### config.mk
export PLATFORM = sky130hd
export DESIGN_NAME = pim_monitor
export DESIGN_NICKNAME = d
export VERILOG_FILES = /design/src/rtl/pim_pkg.sv /design/src/rtl/pim_age.sv /design/src/rtl/pim_pair.sv /design/src/rtl/pim_report.sv /design/src/rtl/pim_monitor.sv
export SDC_FILE = /design/constraint.sdc
export NUM_CORES = 1
export LEC_CHECK = 0
export ABC_CLOCK_PERIOD_IN_PS = 4600
export BUFFER_PORTS_ARGS = -buffer_cell sky130_fd_sc_hd__clkbuf_2
export CAP_MARGIN = 5
export CORE_UTILIZATION = 55
export CTS_CLUSTER_DIAMETER = 100
export DETAILED_ROUTE_END_ITERATION = 10
export PLACE_DENSITY = 0.82
export SLEW_MARGIN = 15
export SYNTH_ARGS = -nofsm -noshare
export SYNTH_HDL_FRONTEND = slang
export SYNTH_SLANG_ARGS = --single-unit
### constraint.sdc
create_clock -name clk -period 4.6 [get_ports clk]
set_input_delay 1.38 -clock clk [delete_from_list [all_inputs] [get_ports clk]]
set_output_delay 1.38 -clock clk [all_outputs]
set_load 0.005 [all_outputs]
### src/rtl/pim_pkg.sv
package pim_pkg;

    // Rule kind for one ordered input pair
    typedef enum logic [1:0] {
        CK_NONE = 2'd0,
        CK_MIN  = 2'd1,
        CK_MAX  = 2'd2,
        CK_RSVD = 2'd3
    } cons_kind_e;

    // Window tracker state for maximum-spacing rules
    typedef enum logic {
        PS_IDLE = 1'b0,
        PS_WAIT = 1'b1
    } pair_state_e;

endpackage

### src/rtl/pim_age.sv
module pim_age #(
    parameter int NUM_IN = 3,
    parameter int TW     = 8
) (
    input  logic                 clk,
    input  logic                 rst_n,
    input  logic [NUM_IN-1:0]    pulse,
    output logic [NUM_IN*TW-1:0] age_flat,
    output logic [NUM_IN-1:0]    seen
);
    localparam logic [TW-1:0] AGE_TOP = {TW{1'b1}};

    for (genvar gi = 0; gi < NUM_IN; gi++) begin : g_line
        logic [TW-1:0] age_q;
        logic          seen_q;

        always_ff @(posedge clk or negedge rst_n) begin
            if (!rst_n) begin
                age_q  <= '0;
                seen_q <= 1'b0;
            end else if (pulse[gi]) begin
                age_q  <= '0;
                seen_q <= 1'b1;
            end else if (age_q != AGE_TOP) begin
                age_q  <= age_q + 1'b1;
            end
        end

        assign age_flat[gi*TW +: TW] = age_q;
        assign seen[gi]              = seen_q;

        // a saturated counter stays saturated while the line is quiet
        a_r9_age_saturates: assert property (@(posedge clk) disable iff (!rst_n)
            (age_q == AGE_TOP && !pulse[gi]) |=> (age_q == AGE_TOP));
        // a pulse restarts the age count and marks the line as seen
        a_r3_age_restart: assert property (@(posedge clk) disable iff (!rst_n)
            pulse[gi] |=> (age_q == '0 && seen_q));
    end
endmodule

### src/rtl/pim_pair.sv
module pim_pair
    import pim_pkg::*;
#(
    parameter int TW   = 8,
    parameter bit SELF = 1'b0
) (
    input  logic          clk,
    input  logic          rst_n,
    input  logic          x_pulse,
    input  logic          x_arm,
    input  logic          y_pulse,
    input  logic [TW-1:0] x_age,
    input  logic          x_seen,
    input  logic [1:0]    kind,
    input  logic [TW-1:0] lim,
    output logic          hit
);
    pair_state_e   state_q, state_d;
    logic [TW:0]   d_prev, d_now, lim_ext;
    logic          is_min, is_max, min_hit, exp_hit, open_ok, history;

    assign is_min  = (kind == CK_MIN);
    assign is_max  = (kind == CK_MAX);
    assign lim_ext = {1'b0, lim};
    assign d_prev  = {1'b0, x_age} + {{TW{1'b0}}, 1'b1};
    assign d_now   = (!SELF && x_pulse) ? '0 : d_prev;
    assign history = SELF ? x_seen : (x_pulse || x_seen);
    assign open_ok = x_pulse && x_arm && (SELF || !y_pulse);

    assign min_hit = is_min && y_pulse && history && (d_now < lim_ext);

    // State register
    always_ff @(posedge clk or negedge rst_n) begin
        if (!rst_n) state_q <= PS_IDLE;
        else        state_q <= state_d;
    end

    // Next state and expiry detection
    always_comb begin
        state_d = state_q;
        exp_hit = 1'b0;
        unique case (state_q)
            PS_IDLE: begin
                if (is_max && open_ok) state_d = PS_WAIT;
            end
            PS_WAIT: begin
                if (!is_max) begin
                    state_d = PS_IDLE;
                end else begin
                    exp_hit = (d_prev > lim_ext);
                    if (x_pulse)                  state_d = open_ok ? PS_WAIT : PS_IDLE;
                    else if (exp_hit || y_pulse)  state_d = PS_IDLE;
                end
            end
            default: state_d = PS_IDLE;
        endcase
    end

    assign hit = min_hit || exp_hit;

    // a window only opens from an armed pulse on x
    a_r4_open_needs_arm: assert property (@(posedge clk) disable iff (!rst_n)
        $rose(state_q == PS_WAIT) |-> $past(x_pulse && x_arm));
    // without a maximum rule the tracker returns to idle
    a_r5_non_max_idle: assert property (@(posedge clk) disable iff (!rst_n)
        (kind != CK_MAX) |=> (state_q == PS_IDLE));
endmodule

### src/rtl/pim_report.sv
module pim_report #(
    parameter int NPAIR = 9,
    parameter int PW    = 4
) (
    input  logic             clk,
    input  logic             rst_n,
    input  logic [NPAIR-1:0] hit,
    input  logic             sticky_clr,
    output logic             viol_flag,
    output logic [PW-1:0]    viol_pair,
    output logic             viol_sticky
);
    logic [PW-1:0] first_idx;
    logic          any_hit;

    assign any_hit = |hit;

    // Lowest index wins: scan downward so the last assignment is the lowest
    always_comb begin
        first_idx = '0;
        for (int i = NPAIR - 1; i >= 0; i--) begin
            if (hit[i]) first_idx = PW'(i);
        end
    end

    always_ff @(posedge clk or negedge rst_n) begin
        if (!rst_n) begin
            viol_flag   <= 1'b0;
            viol_pair   <= '0;
            viol_sticky <= 1'b0;
        end else begin
            viol_flag <= any_hit;
            if (any_hit)         viol_pair <= first_idx;
            else                 viol_pair <= '0;
            if (any_hit)         viol_sticky <= 1'b1;
            else if (sticky_clr) viol_sticky <= 1'b0;
        end
    end

    // every reported violation is reflected in the summary bit
    a_r8_flag_sets_sticky: assert property (@(posedge clk) disable iff (!rst_n)
        viol_flag |-> viol_sticky);
    // the summary bit holds without a clear
    a_r8_sticky_holds: assert property (@(posedge clk) disable iff (!rst_n)
        (viol_sticky && !sticky_clr) |=> viol_sticky);
    // a reported index names an existing pair
    a_r2_pair_in_range: assert property (@(posedge clk) disable iff (!rst_n)
        viol_flag |-> (int'(viol_pair) < NPAIR));
    // the flag follows a pair hit by exactly one edge
    a_r6_flag_after_hit: assert property (@(posedge clk) disable iff (!rst_n)
        any_hit |=> viol_flag);
endmodule

### src/rtl/pim_monitor.sv
module pim_monitor
    import pim_pkg::*;
#(
    parameter int NUM_IN = 3,
    parameter int TW     = 8,
    localparam int NPAIR = NUM_IN * NUM_IN,
    localparam int PW    = (NPAIR > 1) ? $clog2(NPAIR) : 1
) (
    input  logic                clk,
    input  logic                rst_n,
    input  logic [NUM_IN-1:0]   pulse_in,
    input  logic [NUM_IN-1:0]   arm_in,
    input  logic [2*NPAIR-1:0]  cfg_kind,
    input  logic [TW*NPAIR-1:0] cfg_lim,
    input  logic                sticky_clr,
    output logic                viol_flag,
    output logic [PW-1:0]       viol_pair,
    output logic                viol_sticky
);
    logic [NUM_IN*TW-1:0] age_flat;
    logic [NUM_IN-1:0]    seen;
    logic [NPAIR-1:0]     hit;

    pim_age #(.NUM_IN(NUM_IN), .TW(TW)) u_age (
        .clk      (clk),
        .rst_n    (rst_n),
        .pulse    (pulse_in),
        .age_flat (age_flat),
        .seen     (seen)
    );

    for (genvar gx = 0; gx < NUM_IN; gx++) begin : g_x
        for (genvar gy = 0; gy < NUM_IN; gy++) begin : g_y
            localparam int P = gx * NUM_IN + gy;
            pim_pair #(.TW(TW), .SELF(gx == gy)) u_pair (
                .clk     (clk),
                .rst_n   (rst_n),
                .x_pulse (pulse_in[gx]),
                .x_arm   (arm_in[gx]),
                .y_pulse (pulse_in[gy]),
                .x_age   (age_flat[gx*TW +: TW]),
                .x_seen  (seen[gx]),
                .kind    (cfg_kind[2*P +: 2]),
                .lim     (cfg_lim[TW*P +: TW]),
                .hit     (hit[P])
            );
        end
    end

    pim_report #(.NPAIR(NPAIR), .PW(PW)) u_report (
        .clk         (clk),
        .rst_n       (rst_n),
        .hit         (hit),
        .sticky_clr  (sticky_clr),
        .viol_flag   (viol_flag),
        .viol_pair   (viol_pair),
        .viol_sticky (viol_sticky)
    );
endmodule

==> out/results.txt <==
final worst path period need -> 3.97 ns
Warnings, synthesis -> 0
Worst slew margin -> 37.4%
peak supply drop -> 0.176 mV
switching power -> 323 uW
post_cts resized -> 0
top post-synthesis cells by area -> ha_1, dfrtp_1, inv_1
Int Power -> 637 uW
GR Util met3 -> 3.87%
Mapped Cells -> 623
PwrDens -> 165 nW/um2
setup_tns -> 0 ns
post-DP HPWL -> 11.7 mm
Via-to-Cell Ratio -> 6.09
failing checks -> DRC
top-count cell post-synth -> ha_1
P_leak -> 3.28 nW
Net Sw Frac -> 33.6%
register area share after synthesis -> 20.6%
clk_lat worst skew -> 0.29 ns
Unique masters post-synth -> 63
Design Power -> 960 uW
wire per inst -> 16.7 um
share of the synthesized area in the top cell type -> 28.7%
row count -> 34
final setup fails -> 0
final estimated routing congestion in global placement -> 0.909
vias in the first global route -> 5243
Final nets -> 942
first-pass GRT wire length -> 23.2 mm
WS Path Type -> reg2reg
ANT nets after route -> 0
Synth Net Count -> 839
CP max FO -> 9
ys async rst share -> 100%
htree depth -> 2
R2R setup slack -> 0.63 ns
Clock Pin Slew Worst Setup and Hold Paths -> 0.08 ns
clock share of power -> 26.6%
Avg Cell Area, Syn -> 8.19 um2
type of the most critical hold path -> reg2reg
Core Util, Final -> 65.9%
antenna violations before repair -> 0
CORE AREA -> 8850 um2
CP arrival -> 4.13 ns
Slew @ Worst Pin -> 0.940 ns
crit end category -> flop
Setup Fix Bufs, Post-CTS -> 0
DRC Markers -> 3
Flop pwr share -> 41.4%
status -> finished, violations left
Die Wd -> 98.3 um
TritonRoute pass-1 iters -> 10
period utilisation layout -> 86.3%
final WL -> 14.0 mm
Worst setup SP type -> flop
largest net degree at the start of global routing -> 43
Num CTS Buffers -> 5
CTS tree -> yes
routed vias -> 5084
chip height -> 98.3 um
Hold Vio Cnt, Final -> 0
Area Overhead vs Synth -> 14.3%
share of layout cells above drive strength 1 -> 17.2%
RSZ-0062 raised after global routing -> false
Clock Tree Buf Depth -> 2
clk sink count -> 42
I/O Pins -> 105
prevailing post-synth register cell -> dfrtp_1
fmax -> 0.252 GHz
Total GRT Usage -> 29.8%
GRT Residual Overflow -> 0
Worst Path Required -> 4.76 ns
die area -> 9670 um2
Worst Skew -> 0.0123 ns
I/O Buffers -> 104
fin. max-slew vios -> 0
cell taking the most area after synthesis -> ha_1
# hold bufs at CTS -> 0
Initial Utilization -> 57.7%
Ant. Diodes -> 0
Comb pwr share -> 31.9%
Yosys reg bits -> 42
Clock Root Buffer -> clkbuf_8
Initial DRC Count -> 246
met2 usage -> 51.8%
routing usage on met1 -> 37.4%
synthesized cell area -> 5100 um2
Most Used Layer, Global Route -> met2
Fillers -> 779
most instantiated cells after synthesis -> ha_1, inv_1, a21oi_1
number of synthesized flops with an enable pin -> 0
Max-Cap Viols -> 0
[critical path: stages, from the launching register on]
cell and delay, ns:
dfrtp_1 0.58, ha_1 0.32, nand3_1 0.13, xor2_1 0.32, inv_1 0.18, ha_1 0.35
a211oi_1 0.26, o221ai_1 0.16, o21ai_1 0.25, a21oi_1 0.12, or2_2 0.30, or3_4 0.34
or4_1 0.52
[kinds of logic (layout without fill, tap and decap cells)]
group                    Yosys count  after routing  synth area share [%]
XOR/XNOR                          21             21                  3.60
buffers and inverters            104            208                  7.70
adder cells (fa/ha/maj)          117            117                  28.7
flip-flops                        42             42                  20.6
AND/OR/NAND/NOR                  189            189                  20.1
multiplexers                       1              1                 0.196
AO/OA/AOI/OAI                    149            149                  19.2
[final timing paths]
check | from | to | cells after the start
worst max-delay path | u_age.g_line[2].age_q[0] | u_report.viol_sticky | 12
worst min-delay path | u_age.g_line[1].seen_q | u_age.g_line[1].seen_q | 1
worst max register to register | u_age.g_line[2].age_q[0] | u_report.viol_sticky | 12
worst min register to register | u_age.g_line[1].seen_q | u_age.g_line[1].seen_q | 1
max in group asynchronous | rst_n | u_age.g_line[2].age_q[0] | 1
min in group asynchronous | rst_n | u_age.g_line[0].age_q[3] | 1
[power by group through the flow]
stage	registers, mW	logic, mW	clock network [mW]
3_5_place_dp	0.404	0.303	0
5_1_grt	0.400	0.346	0.272
6_report	0.398	0.307	0.256
4_1_cts	0.397	0.304	0.254
3_3_place_gp	0.404	0.286	0
2_1_floorplan	0.401	0.183	0
[stage by stage]
step                cell area (um2)  worst slack, ns  hold slack, ns  cells
global placement               5740            0.644           0.484    827
floorplan                      5100            0.418           0.439    623
finish                         5830            0.631           0.516    835
detailed placement             5740            0.558           0.489    827
CTS                            5830            0.667           0.517    835
global route                   5830            0.354           0.531    835
[cell type report]
| class | instances | area (um2) | area share (%) |
|---|---|---|---|
| sequential | 42 | 1050 | 18.0 |
| clock buffer | 6 | 82.6 | 1.42 |
| clock inverter | 2 | 12.5 | 0.215 |
| timing repair buffer | 107 | 543 | 9.31 |
| inverter | 93 | 349 | 5.98 |
| multi-input combinational | 477 | 3660 | 62.7 |
| tap | 108 | 135 | 2.32 |
[sequential cells by signal, indices dropped and copies added, names as in the netlist]
register and cells:
u_report.viol_flag 1, u_age.g_line.seen_q 3, g_x.g_y.u_pair.state_q 9, u_age.g_line.age_q 24, u_report.viol_sticky 1, u_report.viol_pair 4
[placed cells by master (no fill, tap or decap), drive strengths merged, types with 2 or more instances in the layout]
cell type	synthesis	final
and3	4	4
nand3	22	22
nor2	42	42
nand4	21	21
nand2b	4	4
or3	3	3
o211ai	7	7
a21o	3	3
o22a	4	4
nor3	7	7
a32oi	3	3
a211oi	11	11
nor3b	3	3
xnor2	9	9
clkbuf	9	109
a21oi	53	53
nor2b	10	10
a211o	2	2
and2	2	2
o22ai	4	4
buf	2	4
o21bai	3	3
and4	2	2
o41ai	3	3
a2111oi	4	4
nand3b	10	10
xor2	12	12
or2	10	10
nand4b	4	4
o221ai	4	4
o21a	6	6
a31oi	6	6
inv	93	93
o2111ai	2	2
dfrtp	42	42
nor4b	2	2
o21ai	23	23
ha	117	117
nand2	35	35
nor4bb	2	2
[per-layer routing]
| layer | vias up | share of wire [%] | wire, um |
|---|---|---|---|
| met3 | 42 | 6.1 | 859 |
| li1 | 2469 | - | - |
| met1 | 2379 | 43 | 6080 |
| met2 | 194 | 47 | 6640 |
| met4 | 0 | 2.9 | 401 |
| met5 | - | 0 | 0 |
(Power assumes the default switching activity.)
